--- config.mk ---
export PLATFORM = sky130hd
export DESIGN_NAME = irq_latch_vec
export DESIGN_NICKNAME = d
export VERILOG_FILES = /design/src/rtl/irqlv_pkg.sv /design/src/rtl/irqlv_regdec.sv /design/src/rtl/irqlv_pin_src.sv /design/src/rtl/irqlv_rx_src.sv /design/src/rtl/irqlv_vector.sv /design/src/rtl/irq_latch_vec.sv
export SDC_FILE = /design/constraint.sdc
export NUM_CORES = 1
export LEC_CHECK = 0
export ABC_AREA = 1
export BUFFER_PORTS_ARGS = -buffer_cell sky130_fd_sc_hd__buf_2
export CELL_PAD_IN_SITES_DETAIL_PLACEMENT = 2
export CELL_PAD_IN_SITES_GLOBAL_PLACEMENT = 2
export CORE_UTILIZATION = 19
export CTS_CLUSTER_DIAMETER = 200
export CTS_CLUSTER_SIZE = 30
export DETAILED_ROUTE_END_ITERATION = 10
export GPL_TIMING_DRIVEN = 0
export MAX_ROUTING_LAYER = met4
export PLACE_DENSITY_LB_ADDON = 0.1
export SETUP_SLACK_MARGIN = 0.15
export SKIP_CTS_REPAIR_TIMING = 1
export SLEW_MARGIN = 20
export SYNTH_ARGS = -nofsm -noshare
export SYNTH_HDL_FRONTEND = slang
export SYNTH_SLANG_ARGS = --single-unit
--- constraint.sdc ---
create_clock -name clk -period 2.47 [get_ports clk]
set_input_delay 0.494 -clock clk [delete_from_list [all_inputs] [get_ports clk]]
set_output_delay 0.494 -clock clk [all_outputs]
set_load 0.02 [all_outputs]
--- src/rtl/irqlv_pkg.sv ---
package irqlv_pkg;

  typedef enum logic [1:0] {
    SRC_NONE = 2'd0,
    SRC_PIN  = 2'd1,
    SRC_RX   = 2'd2
  } irq_src_e;

  // Fixed priority: pin ahead of receive, none falls to the default vector.
  function automatic irq_src_e pick_src(input logic pin_pend, input logic rx_pend);
    if (pin_pend)     return SRC_PIN;
    else if (rx_pend) return SRC_RX;
    else              return SRC_NONE;
  endfunction

endpackage

--- src/rtl/irqlv_regdec.sv ---
module irqlv_regdec #(
  parameter int          REG_AW    = 2,
  parameter int          REG_DW    = 8,
  parameter int unsigned MODE_ADDR = 0,
  parameter int unsigned CLR_ADDR  = 1,
  parameter int unsigned CLR_CODE  = 8'h0A
) (
  input  logic              reg_wr,
  input  logic [REG_AW-1:0] reg_addr,
  input  logic [REG_DW-1:0] reg_wdata,
  output logic              mode_wr,
  output logic              mode_val,
  output logic              clr_pin
);
  localparam logic [REG_AW-1:0] MODE_A = REG_AW'(MODE_ADDR);
  localparam logic [REG_AW-1:0] CLR_A  = REG_AW'(CLR_ADDR);
  localparam logic [REG_DW-1:0] CLR_C  = REG_DW'(CLR_CODE);

  logic [REG_DW-1:0] unused_hi;

  always_comb begin
    mode_wr   = reg_wr && (reg_addr == MODE_A);
    mode_val  = reg_wdata[0];
    clr_pin   = reg_wr && (reg_addr == CLR_A) && (reg_wdata == CLR_C);
    unused_hi = reg_wdata;
  end
endmodule

--- src/rtl/irqlv_pin_src.sv ---
module irqlv_pin_src #(
  parameter int SYNC_STAGES = 2
) (
  input  logic clk,
  input  logic rst,
  input  logic pin_in,
  input  logic mode_wr,
  input  logic mode_val,
  input  logic clr_code,
  input  logic clr_vec,
  output logic pin_req,
  output logic level_mode
);
  localparam int LAST = SYNC_STAGES - 1;

  logic [SYNC_STAGES-1:0] sync_q;
  logic                   pin_s;
  logic                   pin_d;
  logic                   rise;
  logic                   flag_q;
  logic                   level_q;
  logic                   enter_level;

  generate
    if (SYNC_STAGES > 1) begin : g_chain
      always_ff @(posedge clk) begin
        if (rst) sync_q <= '0;
        else     sync_q <= {sync_q[SYNC_STAGES-2:0], pin_in};
      end
    end else begin : g_single
      always_ff @(posedge clk) begin
        if (rst) sync_q <= '0;
        else     sync_q <= pin_in;
      end
    end
  endgenerate

  always_comb begin
    pin_s       = sync_q[LAST];
    rise        = pin_s && !pin_d;
    enter_level = mode_wr && mode_val && !level_q;
  end

  always_ff @(posedge clk) begin
    if (rst) begin
      pin_d   <= 1'b0;
      level_q <= 1'b0;
      flag_q  <= 1'b0;
    end else begin
      pin_d <= pin_s;
      if (mode_wr) level_q <= mode_val;
      if (enter_level) begin
        flag_q <= 1'b0;                 // entering level mode wipes the flag
      end else if (level_q) begin
        flag_q <= pin_s;                // set input passes straight through
      end else if (rise) begin
        flag_q <= 1'b1;                 // a new edge outranks any clear
      end else if (clr_code || clr_vec) begin
        flag_q <= 1'b0;
      end
    end
  end

  always_comb begin
    pin_req    = level_q ? pin_s : flag_q;
    level_mode = level_q;
  end
endmodule

--- src/rtl/irqlv_rx_src.sv ---
module irqlv_rx_src (
  input  logic clk,
  input  logic rst,
  input  logic rx_req,
  input  logic rx_buf_rd,
  output logic rx_flag
);
  logic flag_q;

  always_ff @(posedge clk) begin
    if (rst)            flag_q <= 1'b0;
    else if (rx_req)    flag_q <= 1'b1;
    else if (rx_buf_rd) flag_q <= 1'b0;
  end

  assign rx_flag = flag_q;
endmodule

--- src/rtl/irqlv_vector.sv ---
module irqlv_vector
  import irqlv_pkg::*;
#(
  parameter int          VEC_W    = 16,
  parameter int          ADDR_W   = 24,
  parameter logic [15:0] VEC_PIN  = 16'h0028,
  parameter logic [15:0] VEC_RX   = 16'h0050,
  parameter logic [15:0] VEC_DEF  = 16'h0008,
  parameter logic [23:0] TBL_BASE = 24'hFFFF00
) (
  input  logic              clk,
  input  logic              rst,
  input  logic              ack_accept,
  input  logic              ack_vec_rd,
  input  logic              pin_req,
  input  logic              rx_flag,
  input  logic              level_mode,
  output logic              clr_pin,
  output logic              vec_valid,
  output logic [VEC_W-1:0]  vec_out,
  output logic [ADDR_W-1:0] vec_addr
);
  localparam logic [VEC_W-1:0]  V_PIN = VEC_W'(VEC_PIN);
  localparam logic [VEC_W-1:0]  V_RX  = VEC_W'(VEC_RX);
  localparam logic [VEC_W-1:0]  V_DEF = VEC_W'(VEC_DEF);
  localparam logic [ADDR_W-1:0] BASE  = ADDR_W'(TBL_BASE);

  logic             open_q;
  logic             take;
  irq_src_e         src;
  logic [VEC_W-1:0] vec_d;
  logic [VEC_W-1:0] vec_q;
  logic             valid_q;

  always_comb begin
    take = ack_vec_rd && open_q;
    src  = pick_src(pin_req, rx_flag);
    unique case (src)
      SRC_PIN: vec_d = V_PIN;
      SRC_RX:  vec_d = V_RX;
      default: vec_d = V_DEF;
    endcase
    clr_pin = take && (src == SRC_PIN) && !level_mode;
  end

  always_ff @(posedge clk) begin
    if (rst) begin
      open_q  <= 1'b0;
      valid_q <= 1'b0;
      vec_q   <= V_DEF;
    end else begin
      valid_q <= take;
      if (take) begin
        open_q <= 1'b0;
        vec_q  <= vec_d;
      end else if (ack_accept) begin
        open_q <= 1'b1;
      end
    end
  end

  always_comb begin
    vec_valid = valid_q;
    vec_out   = vec_q;
    vec_addr  = BASE + ADDR_W'(vec_q);
  end
endmodule

--- src/rtl/irq_latch_vec.sv ---
module irq_latch_vec #(
  parameter int          SYNC_STAGES = 2,
  parameter int          REG_AW      = 2,
  parameter int          REG_DW      = 8,
  parameter int          VEC_W       = 16,
  parameter int          ADDR_W      = 24,
  parameter int unsigned MODE_ADDR   = 0,
  parameter int unsigned CLR_ADDR    = 1,
  parameter int unsigned CLR_CODE    = 8'h0A,
  parameter logic [15:0] VEC_PIN     = 16'h0028,
  parameter logic [15:0] VEC_RX      = 16'h0050,
  parameter logic [15:0] VEC_DEF     = 16'h0008,
  parameter logic [23:0] TBL_BASE    = 24'hFFFF00
) (
  input  logic              clk,
  input  logic              rst,
  input  logic              pin_in,
  input  logic              rx_req,
  input  logic              rx_buf_rd,
  input  logic              reg_wr,
  input  logic [REG_AW-1:0] reg_addr,
  input  logic [REG_DW-1:0] reg_wdata,
  input  logic              ack_accept,
  input  logic              ack_vec_rd,
  output logic              pin_req,
  output logic              rx_flag,
  output logic              pin_level_mode,
  output logic              vec_valid,
  output logic [VEC_W-1:0]  vec_out,
  output logic [ADDR_W-1:0] vec_addr
);
  logic mode_wr, mode_val, clr_code, clr_vec;

  irqlv_regdec #(
    .REG_AW(REG_AW), .REG_DW(REG_DW), .MODE_ADDR(MODE_ADDR),
    .CLR_ADDR(CLR_ADDR), .CLR_CODE(CLR_CODE)
  ) u_regdec (
    .reg_wr(reg_wr), .reg_addr(reg_addr), .reg_wdata(reg_wdata),
    .mode_wr(mode_wr), .mode_val(mode_val), .clr_pin(clr_code)
  );

  irqlv_pin_src #(.SYNC_STAGES(SYNC_STAGES)) u_pin (
    .clk(clk), .rst(rst), .pin_in(pin_in), .mode_wr(mode_wr),
    .mode_val(mode_val), .clr_code(clr_code), .clr_vec(clr_vec),
    .pin_req(pin_req), .level_mode(pin_level_mode)
  );

  irqlv_rx_src u_rx (
    .clk(clk), .rst(rst), .rx_req(rx_req), .rx_buf_rd(rx_buf_rd),
    .rx_flag(rx_flag)
  );

  irqlv_vector #(
    .VEC_W(VEC_W), .ADDR_W(ADDR_W), .VEC_PIN(VEC_PIN), .VEC_RX(VEC_RX),
    .VEC_DEF(VEC_DEF), .TBL_BASE(TBL_BASE)
  ) u_vec (
    .clk(clk), .rst(rst), .ack_accept(ack_accept), .ack_vec_rd(ack_vec_rd),
    .pin_req(pin_req), .rx_flag(rx_flag), .level_mode(pin_level_mode),
    .clr_pin(clr_vec), .vec_valid(vec_valid), .vec_out(vec_out),
    .vec_addr(vec_addr)
  );
endmodule

==> results of run 1 <==
-- flip-flops by register name (all words and copies together) (netlist names) --
signal and count:
u_pin.flag_q 1, u_pin.level_mode 1, u_pin.pin_d 1, u_pin.sync_q 2
u_rx.rx_flag 1, u_vec.open_q 1, u_vec.vec_out 3, u_vec.vec_valid 1
-- worst max-delay path by stage --
stage | endpoint | slack, ns | depth (start not counted)
2_1_floorplan | pin_req | 1.20 | 2
3_3_place_gp | pin_req | 1.16 | 3
3_5_place_dp | pin_req | 1.14 | 3
4_1_cts | pin_req | 0.89 | 3
5_1_grt | pin_req | 0.82 | 3
6_report | pin_req | 0.91 | 3
-- cell type report --
cell class,count,area share
timing repair buffer,28,0.127
clock buffer,4,0.0410
multi-input combinational,72,0.268
buffer,38,0.257
sequential,11,0.200
inverter,15,0.0512
tap,48,0.0546
-- layout by cell type (no fill, tap or decap), types with 2 or more instances in the layout --
master / Yosys / final
a21oi_1: 4 / 4
inv_1: 15 / 15
o21ai_2: 2 / 2
clkbuf_8: 0 / 3
dfxtp_1: 11 / 11
nor2_1: 17 / 17
nand2_1: 11 / 11
buf_2: 1 / 29
conb_1: 2 / 32
buf_4: 37 / 37
o21ai_0: 4 / 4
-- routing by layer --
metal,GRT usage,vias up,wire (µm)
met3,0.0335,2,151
met1,0.0924,313,622
li1,-,367,-
met5,-,-,0
met4,0.0250,0,16
met2,0.163,36,879
-- worst max-delay path: cells and delay by family (launching register included) --
kind	cells	cell delay, ns
buf+inv	1	0.21
simple gates	1	0.11
compound gates	1	0.11
flops	1	0.40
-- power breakdown --
group / total, mW / internal (mW) / switching (mW) / leakage, nW
clock: 0.177 / 0.113 / 0.0644 / 0.0228
combinational: 0.157 / 0.0656 / 0.0913 / 0.547
sequential: 0.193 / 0.187 / 0.00527 / 0.0904
-- kinds of logic after synthesis --
kind of cell / share of synthesized area
AO/OA/AOI/OAI: 0.0877
buffers and inverters: 0.457
flip-flops: 0.297
other: 0.0101
AND/OR/NAND/NOR: 0.148
-- stage by stage --
stage | std cells | setup WS (ns) | util | total power [mW]
floorplan | 136 | 1.20 | - | 0.321
global placement | 212 | 1.16 | 0.284 | 0.349
detailed placement | 212 | 1.14 | 0.284 | 0.351
CTS | 216 | 0.894 | 0.296 | 0.534
global route | 216 | 0.820 | 0.296 | 0.561
finish | 216 | 0.912 | 0.296 | 0.527
==> flow_summary.yaml, run 1 <==
yosys:
  synth_ff_type: "dfxtp_1"
  synth.distinct_cells: 12
  synth_top_area_share: 0.374
  synth-edff-count: 0
  synth.most_common_cell: "buf_4"
  seq_area_frac_synth: 0.297
  avgSynthCellArea_um2: 7.00
  yosys.area.top_type: "buf_4"
  synth_commonest_cells: "buf_4 (37), nor2_1 (17), inv_1 (15), dfxtp_1 (11), nand2_1 (11)"
  synthCells: 106
  ys_ff_latch: 11
  async_flop_share: 0
  syn_area_um2: 742
  yosys_warnings: 0
  synth_area_leaders: "buf_4 (37%), dfxtp_1 (30%), nor2_1 (8.6%)"
hold_path:
  holdPathStages: 2
  worstHoldEndpoint: "u_pin.sync_q[1]"
  hold_path_class: "reg -> reg"
  hold_start: "u_pin.sync_q[0]"
die:
  initial_utilization: 0.200
  io_pins: 62
  die_area_um2: 4160
  die_height_um: 64.5
  die_w_um: 64.5
  rows: 22
  core_um2: 3720
setup_path:
  arrival_ns: 1.06
  cpPeakStageDelay_ns: 0.40
  critPathLaunch: "u_pin.level_mode"
  path_max_fanout: 6
  reg2reg_from: "u_pin.level_mode"
  reg2reg_depth: 5
  endpoint_kind: "output pin"
  path_cells: "nand2_1 -> o21ai_2 -> buf_2"
  r2r-end: "u_vec.vec_out[4]"
  cp-start-kind: "register"
  slowest_stage: "dfxtp_1"
  worst_ep_required_time_ns: 1.98
  path_class: "reg -> out"
  r2r_slack_ns: 1.54
clocking:
  clkSinkCount: 11
  clockBufferDepth: 2
  clk-insertion-delay-late_ns: 0.23
  cts_inserted_buffers: 3
  cts_tree: "built"
  cts-htree-levels: 1
  clk_pin_slew_ns: 0.05
  clockRootBuffer: "clkbuf_8"
placement:
  gp_congestion: 0.664
  place_area_um2: 1050
  dp_hpwl_um: 1450
  io_buffers: 28
cells_and_area:
  antenna_cells: 0
  multiInputGateArea_um2: 295
  areaGrowthSynthToFinish_pct: 48.2
  seq_area_um2: 220
  fin_nets: 187
  fin_area_um2: 1100
  drive_gt1_frac: 0.423
  fillCellCount: 479
global_route:
  grt_antenna_before_repair: 0
  grt_max_degree: 10
  grt_use_total: 0.0909
  grt_overflow: 0
  grt_pass1_wl_um: 2860
  first_global_vias: 694
sta:
  drv_slew: 0
  finalSetupTns_ns: 0
  period_share: 0.631
  fin_crit_ns: 1.56
  hold_viol: 0
  max_freq_mhz: 642
  whs_ns: 0.406
  clock_skew_ns: 0.00222
  rsz0062_at_grt: "false"
  finalSetupViolations: 0
drt:
  post-route-drc-count: 0
  wl_um: 1670
  num_vias: 718
  first_pass_iters: 2
  routedWlPerCell_um: 7.73
  ant_nets: 0
  vias_per_cell: 3.32
  drt_iter0_drc: 13
flow_run:
  maxCapViolCount: 0
pwr:
  ir_drop_mv: 0.168
  powerDensity_nw_per_um2: 479
  power.leakage_nw: 0.660
outcome:
  status: "finished clean"
Power figures use the tool's default switching activity.
==> run 2: changes to the inputs <==
Settings changed: ABC_AREA 1 to 0, CORE_UTILIZATION 19 to 17.
Clock period 2.47 ns to 1.3 ns, I/O delays scaled along.
==> flow_summary.yaml, run 2 <==
yosys:
  synth_ff_type: "dfxtp_1"
  synth_xor_area_frac: 0
  synth_mux_area_frac: 0.0272
  synth_top_family_by_area: "buffers and inverters"
  synthCells: 84
  synth_top_area_share: 0.377
  synth_compound_area_frac: 0.0934
  synth-edff-count: 0
  syn_area_um2: 737
  synth-adder-area-share: 0
  synth_area_leaders: "buf_4 (38%), dfxtp_1 (30%), a2111oi_4 (3.7%)"
  async_flop_share: 0
  synth.distinct_cells: 24
  ys_ff_latch: 11
  synth_commonest_cells: "buf_4 (37), dfxtp_1 (11), nor2_1 (5), nor2b_1 (4), inv_1 (3)"
  yosys_warnings: 0
  synth.most_common_cell: "buf_4"
  avgSynthCellArea_um2: 8.77
  yosys.area.top_type: "buf_4"
  yosys.area_share.simple: 0.173
  seq_area_frac_synth: 0.299
global_route:
  first_global_vias: 648
  grt_overflow: 0
  grt_antenna_before_repair: 0
  grt_pass1_wl_um: 2680
  grt_max_degree: 11
  grt_use_total: 0.0808
clocking:
  clk_pin_slew_ns: 0.05
  cts-htree-levels: 1
  clockRootBuffer: "clkbuf_8"
  clk-insertion-delay-late_ns: 0.24
  clockBufferDepth: 2
  cts_inserted_buffers: 3
  clkSinkCount: 11
  cts_tree: "built"
sta:
  rsz0062_at_grt: "true"
  max_freq_mhz: 772
  clock_skew_ns: 0.00218
  hold_viol: 0
  whs_ns: 0.194
  fin_crit_ns: 1.30
  period_share: 0.996
  drv_slew: 0
  finalSetupViolations: 0
  timing.final.ws_setup_ns: 0.00496
cells_and_area:
  drive_gt1_frac: 0.567
  antenna_cells: 0
  largest_reg_flops: 3
  layout.cells.most_common_list: "buf_4 (40), conb_1 (32), buf_2 (27)"
  areaGrowthSynthToFinish_pct: 59.4
  fin_nets: 169
  fillCellCount: 506
  layout_commonest_cell: "buf_4"
  layout.cells.non_filler: 200
die:
  die_height_um: 67.8
  die_area_um2: 4600
  die_w_um: 67.8
  io_pins: 62
  rows: 23
  core_um2: 4090
  initial_utilization: 0.180
setup_path:
  path_max_fanout: 2
  cp-start-kind: "register"
  r2r-end: "u_pin.flag_q"
  path_class: "reg -> out"
  endpoint_kind: "output pin"
  worst_ep_required_time_ns: 1.04
  r2r_slack_ns: 0.09
  reg2reg_from: "u_pin.level_mode"
  arrival_ns: 1.04
  reg2reg_depth: 4
pwr:
  powerDensity_nw_per_um2: 850
  ir_drop_mv: 0.351
  power.leakage_nw: 0.611
placement:
  place_ws_ns: -0.0457
  io_buffers: 29
  dp_hpwl_um: 1550
  gp_congestion: 0.613
  placed_cells: 193
outcome:
  status: "finished clean"
hold_path:
  worstHoldEndpoint: "u_pin.sync_q[0]"
  hold_path_class: "in -> reg"
  hold_start: "rst"
  holdPathStages: 2
drt:
  post-route-drc-count: 0
  drt_iter0_drc: 7
  num_vias: 677
  wl_um: 1860
  routedWlPerCell_um: 9.32
  ant_nets: 0
  vias_per_cell: 3.39
  first_pass_iters: 4
flow_run:
  maxCapViolCount: 0
==> run 2: area by class of cell <==
class                   instances  area [µm²]  area share
multi-input cells              62         365       0.311
plain buffers                  38         282       0.240
flip-flops and latches         11         229       0.195
repair buffers                 32         180       0.153
well taps                      50        62.6      0.0532
clock buffers                   4        45.0      0.0383
inverters                       3        11.3     0.00958
==> run 2: critical path, cell delays in order (launching register included) <==
cell	delay, ns
dfxtp_4	0.37
mux2i_4	0.25
inv_2	0.05
buf_6	0.13
==> run 2: worst max path at each step <==
stage,startpoint,end,slack (ns)
3_3_place_gp,reg_wdata[0],u_pin.flag_q,-0.03
3_5_place_dp,reg_wdata[0],u_pin.flag_q,-0.05
4_1_cts,u_pin.level_mode,pin_req,-0.20
6_report,u_pin.level_mode,pin_req,0.005
5_1_grt,u_pin.level_mode,pin_req,-0.03
2_1_floorplan,reg_wdata[0],u_pin.flag_q,0.14
==> run 2: layer usage <==
metal | track usage | routed length [µm]
met3 | 0.0350 | 156
met2 | 0.149 | 1020
met5 | - | 0
met4 | 0.00781 | 0
met1 | 0.0817 | 684
==> run 2: power by group <==
group          internal (mW)  total (mW)  switching [mW]
Clock                  0.215       0.344           0.128
Sequential             0.353       0.366          0.0131
Combinational          0.131       0.289           0.158
==> run 2: logic make-up after synthesis <==
group                  count (synthesis)
buffers and inverters                 41
flip-flops                            11
other                                  2
multiplexers                           2
AND/OR/NAND/NOR                       21
AO/OA/AOI/OAI                          7
==> run 2: through the flow <==
stage               instance area, µm²  setup TNS, ns  utilization  power, mW
finish                            1170              0        0.288      0.999
global route                      1170        -0.0272        0.288       1.06
CTS                               1110         -0.201        0.271      0.984
detailed placement                1060        -0.0457        0.260      0.641
global placement                  1060        -0.0307        0.260      0.637
floorplan                          853              0            -      0.588
==> run 3: changes to the inputs <==
Settings changed: CORE_UTILIZATION 17 to 18.
Clock period 1.3 ns to 1.23 ns, I/O delays scaled along.
==> flow_summary.yaml, run 3 (same netlist as run 2, synthesis figures left out) <==
outcome:
  status: "finished, violations left"
  violations: "negative setup slack"
setup_path:
  path_buf_inv: 2
  worst_ep_required_time_ns: 0.98
  path_class: "reg -> out"
  path_max_fanout: 4
  cp-start-kind: "register"
  arrival_ns: 1.02
  endpoint_kind: "output pin"
  slowest_stage: "dfxtp_4"
  path_delay_family: "flip-flops"
  path_cells: "mux2i_4 -> inv_2 -> buf_6"
  cpPeakStageDelay_ns: 0.37
cells_and_area:
  fillCellCount: 451
  drive_gt1_frac: 0.550
  areaGrowthSynthToFinish_pct: 62.3
  layout_commonest_cell: "buf_4"
  fin_nets: 168
  antenna_cells: 0
  layout.cells.most_common_list: "buf_4 (36), conb_1 (32), buf_2 (22)"
  layout.cells.non_filler: 197
  largest_reg_flops: 3
sta:
  fin_crit_ns: 1.26
  finalSetupViolations: 1
  finalSetupTns_ns: -0.0330
  rsz0062_at_grt: "true"
  period_share: 1.03
  whs_ns: 0.182
  timing.final.ws_setup_ns: -0.0330
  max_freq_mhz: 792
  hold_viol: 0
  drv_slew: 0
  clock_skew_ns: 0.00491
placement:
  placed_cells: 191
  place_ws_ns: -0.0987
  io_buffers: 29
  gp_congestion: 0.699
  dp_hpwl_um: 1480
clocking:
  clockRootBuffer: "clkbuf_8"
  clk-insertion-delay-late_ns: 0.24
  cts_inserted_buffers: 3
  cts_tree: "built"
  cts-htree-levels: 1
  clockBufferDepth: 2
  clkSinkCount: 11
  clk_pin_slew_ns: 0.05
die:
  rows: 22
  io_pins: 62
  die_area_um2: 4350
  die_height_um: 66.0
  die_w_um: 66.0
  core_um2: 3800
  initial_utilization: 0.194
pwr:
  powerDensity_nw_per_um2: 880
  power.leakage_nw: 0.613
  ir_drop_mv: 0.307
  p_total_mw: 1.05
global_route:
  grt_overflow: 0
  grt_antenna_before_repair: 0
  first_global_vias: 577
  grt_max_degree: 11
  grt_pass1_wl_um: 2460
  grt_use_total: 0.0777
drt:
  num_vias: 692
  first_pass_iters: 2
  ant_nets: 0
  drt_iter0_drc: 13
  vias_per_cell: 3.51
  routedWlPerCell_um: 8.73
  post-route-drc-count: 0
  wl_um: 1720
flow_run:
  maxCapViolCount: 0
hold_path:
  hold_path_class: "in -> reg"
[run 3: changes by cell type in the layout (fill, tap and decap cells not counted), sizes merged]
cell and change:
buf -1
[run 3: worst register-to-register path, delay by kind of cell (launching register included)]
| kind | cells | cell delay [ns] |
|---|---|---|
| AO/OA/AOI/OAI | 1 | 0.17 |
| buffers and inverters | 1 | 0.14 |
| flip-flops | 1 | 0.37 |
| multiplexers | 1 | 0.24 |
| AND/OR/NAND/NOR | 1 | 0.10 |
[run 3: layout make-up]
| type | count | area (µm²) | share of cell area |
|---|---|---|---|
| clock buffers | 4 | 45.0 | 0.0377 |
| well taps | 48 | 60.1 | 0.0502 |
| multi-input cells | 62 | 352 | 0.294 |
| inverters | 3 | 11.3 | 0.00941 |
| flip-flops and latches | 11 | 231 | 0.194 |
| plain buffers | 38 | 293 | 0.245 |
| repair buffers | 31 | 204 | 0.171 |
[run 3: per-stage QoR]
step | cell area (µm²) | utilization
3_3_place_gp | 1060 | 0.279
6_report | 1200 | 0.315
2_1_floorplan | 853 | -
3_5_place_dp | 1060 | 0.279
5_1_grt | 1200 | 0.315
4_1_cts | 1100 | 0.291
[run 3: where the power goes]
| group | total (mW) | internal, mW | leakage (nW) | switching, mW |
|---|---|---|---|---|
| combinational | 0.307 | 0.143 | 0.498 | 0.164 |
| clock | 0.360 | 0.227 | 0.0228 | 0.133 |
| sequential | 0.386 | 0.372 | 0.0921 | 0.0143 |
[run 3: worst paths after layout]
kind	slack, ns	startpoint	cells after the start	endpoint
max	-0.03	u_pin.level_mode	3	pin_req
min	0.18	rst	2	u_pin.sync_q[0]
max reg2reg	0.11	u_pin.level_mode	4	u_vec.vec_out[3]
min reg2reg	0.44	u_pin.sync_q[0]	1	u_pin.sync_q[1]
[run 3: per-layer routing]
metal,global-route usage,vias to the layer above,part of all wire
met2,0.142,33,0.55
li1,-,330,-
met3,0.0310,2,0.080
met1,0.0748,327,0.36
met4,0.0239,0,0.0058
met5,-,-,0
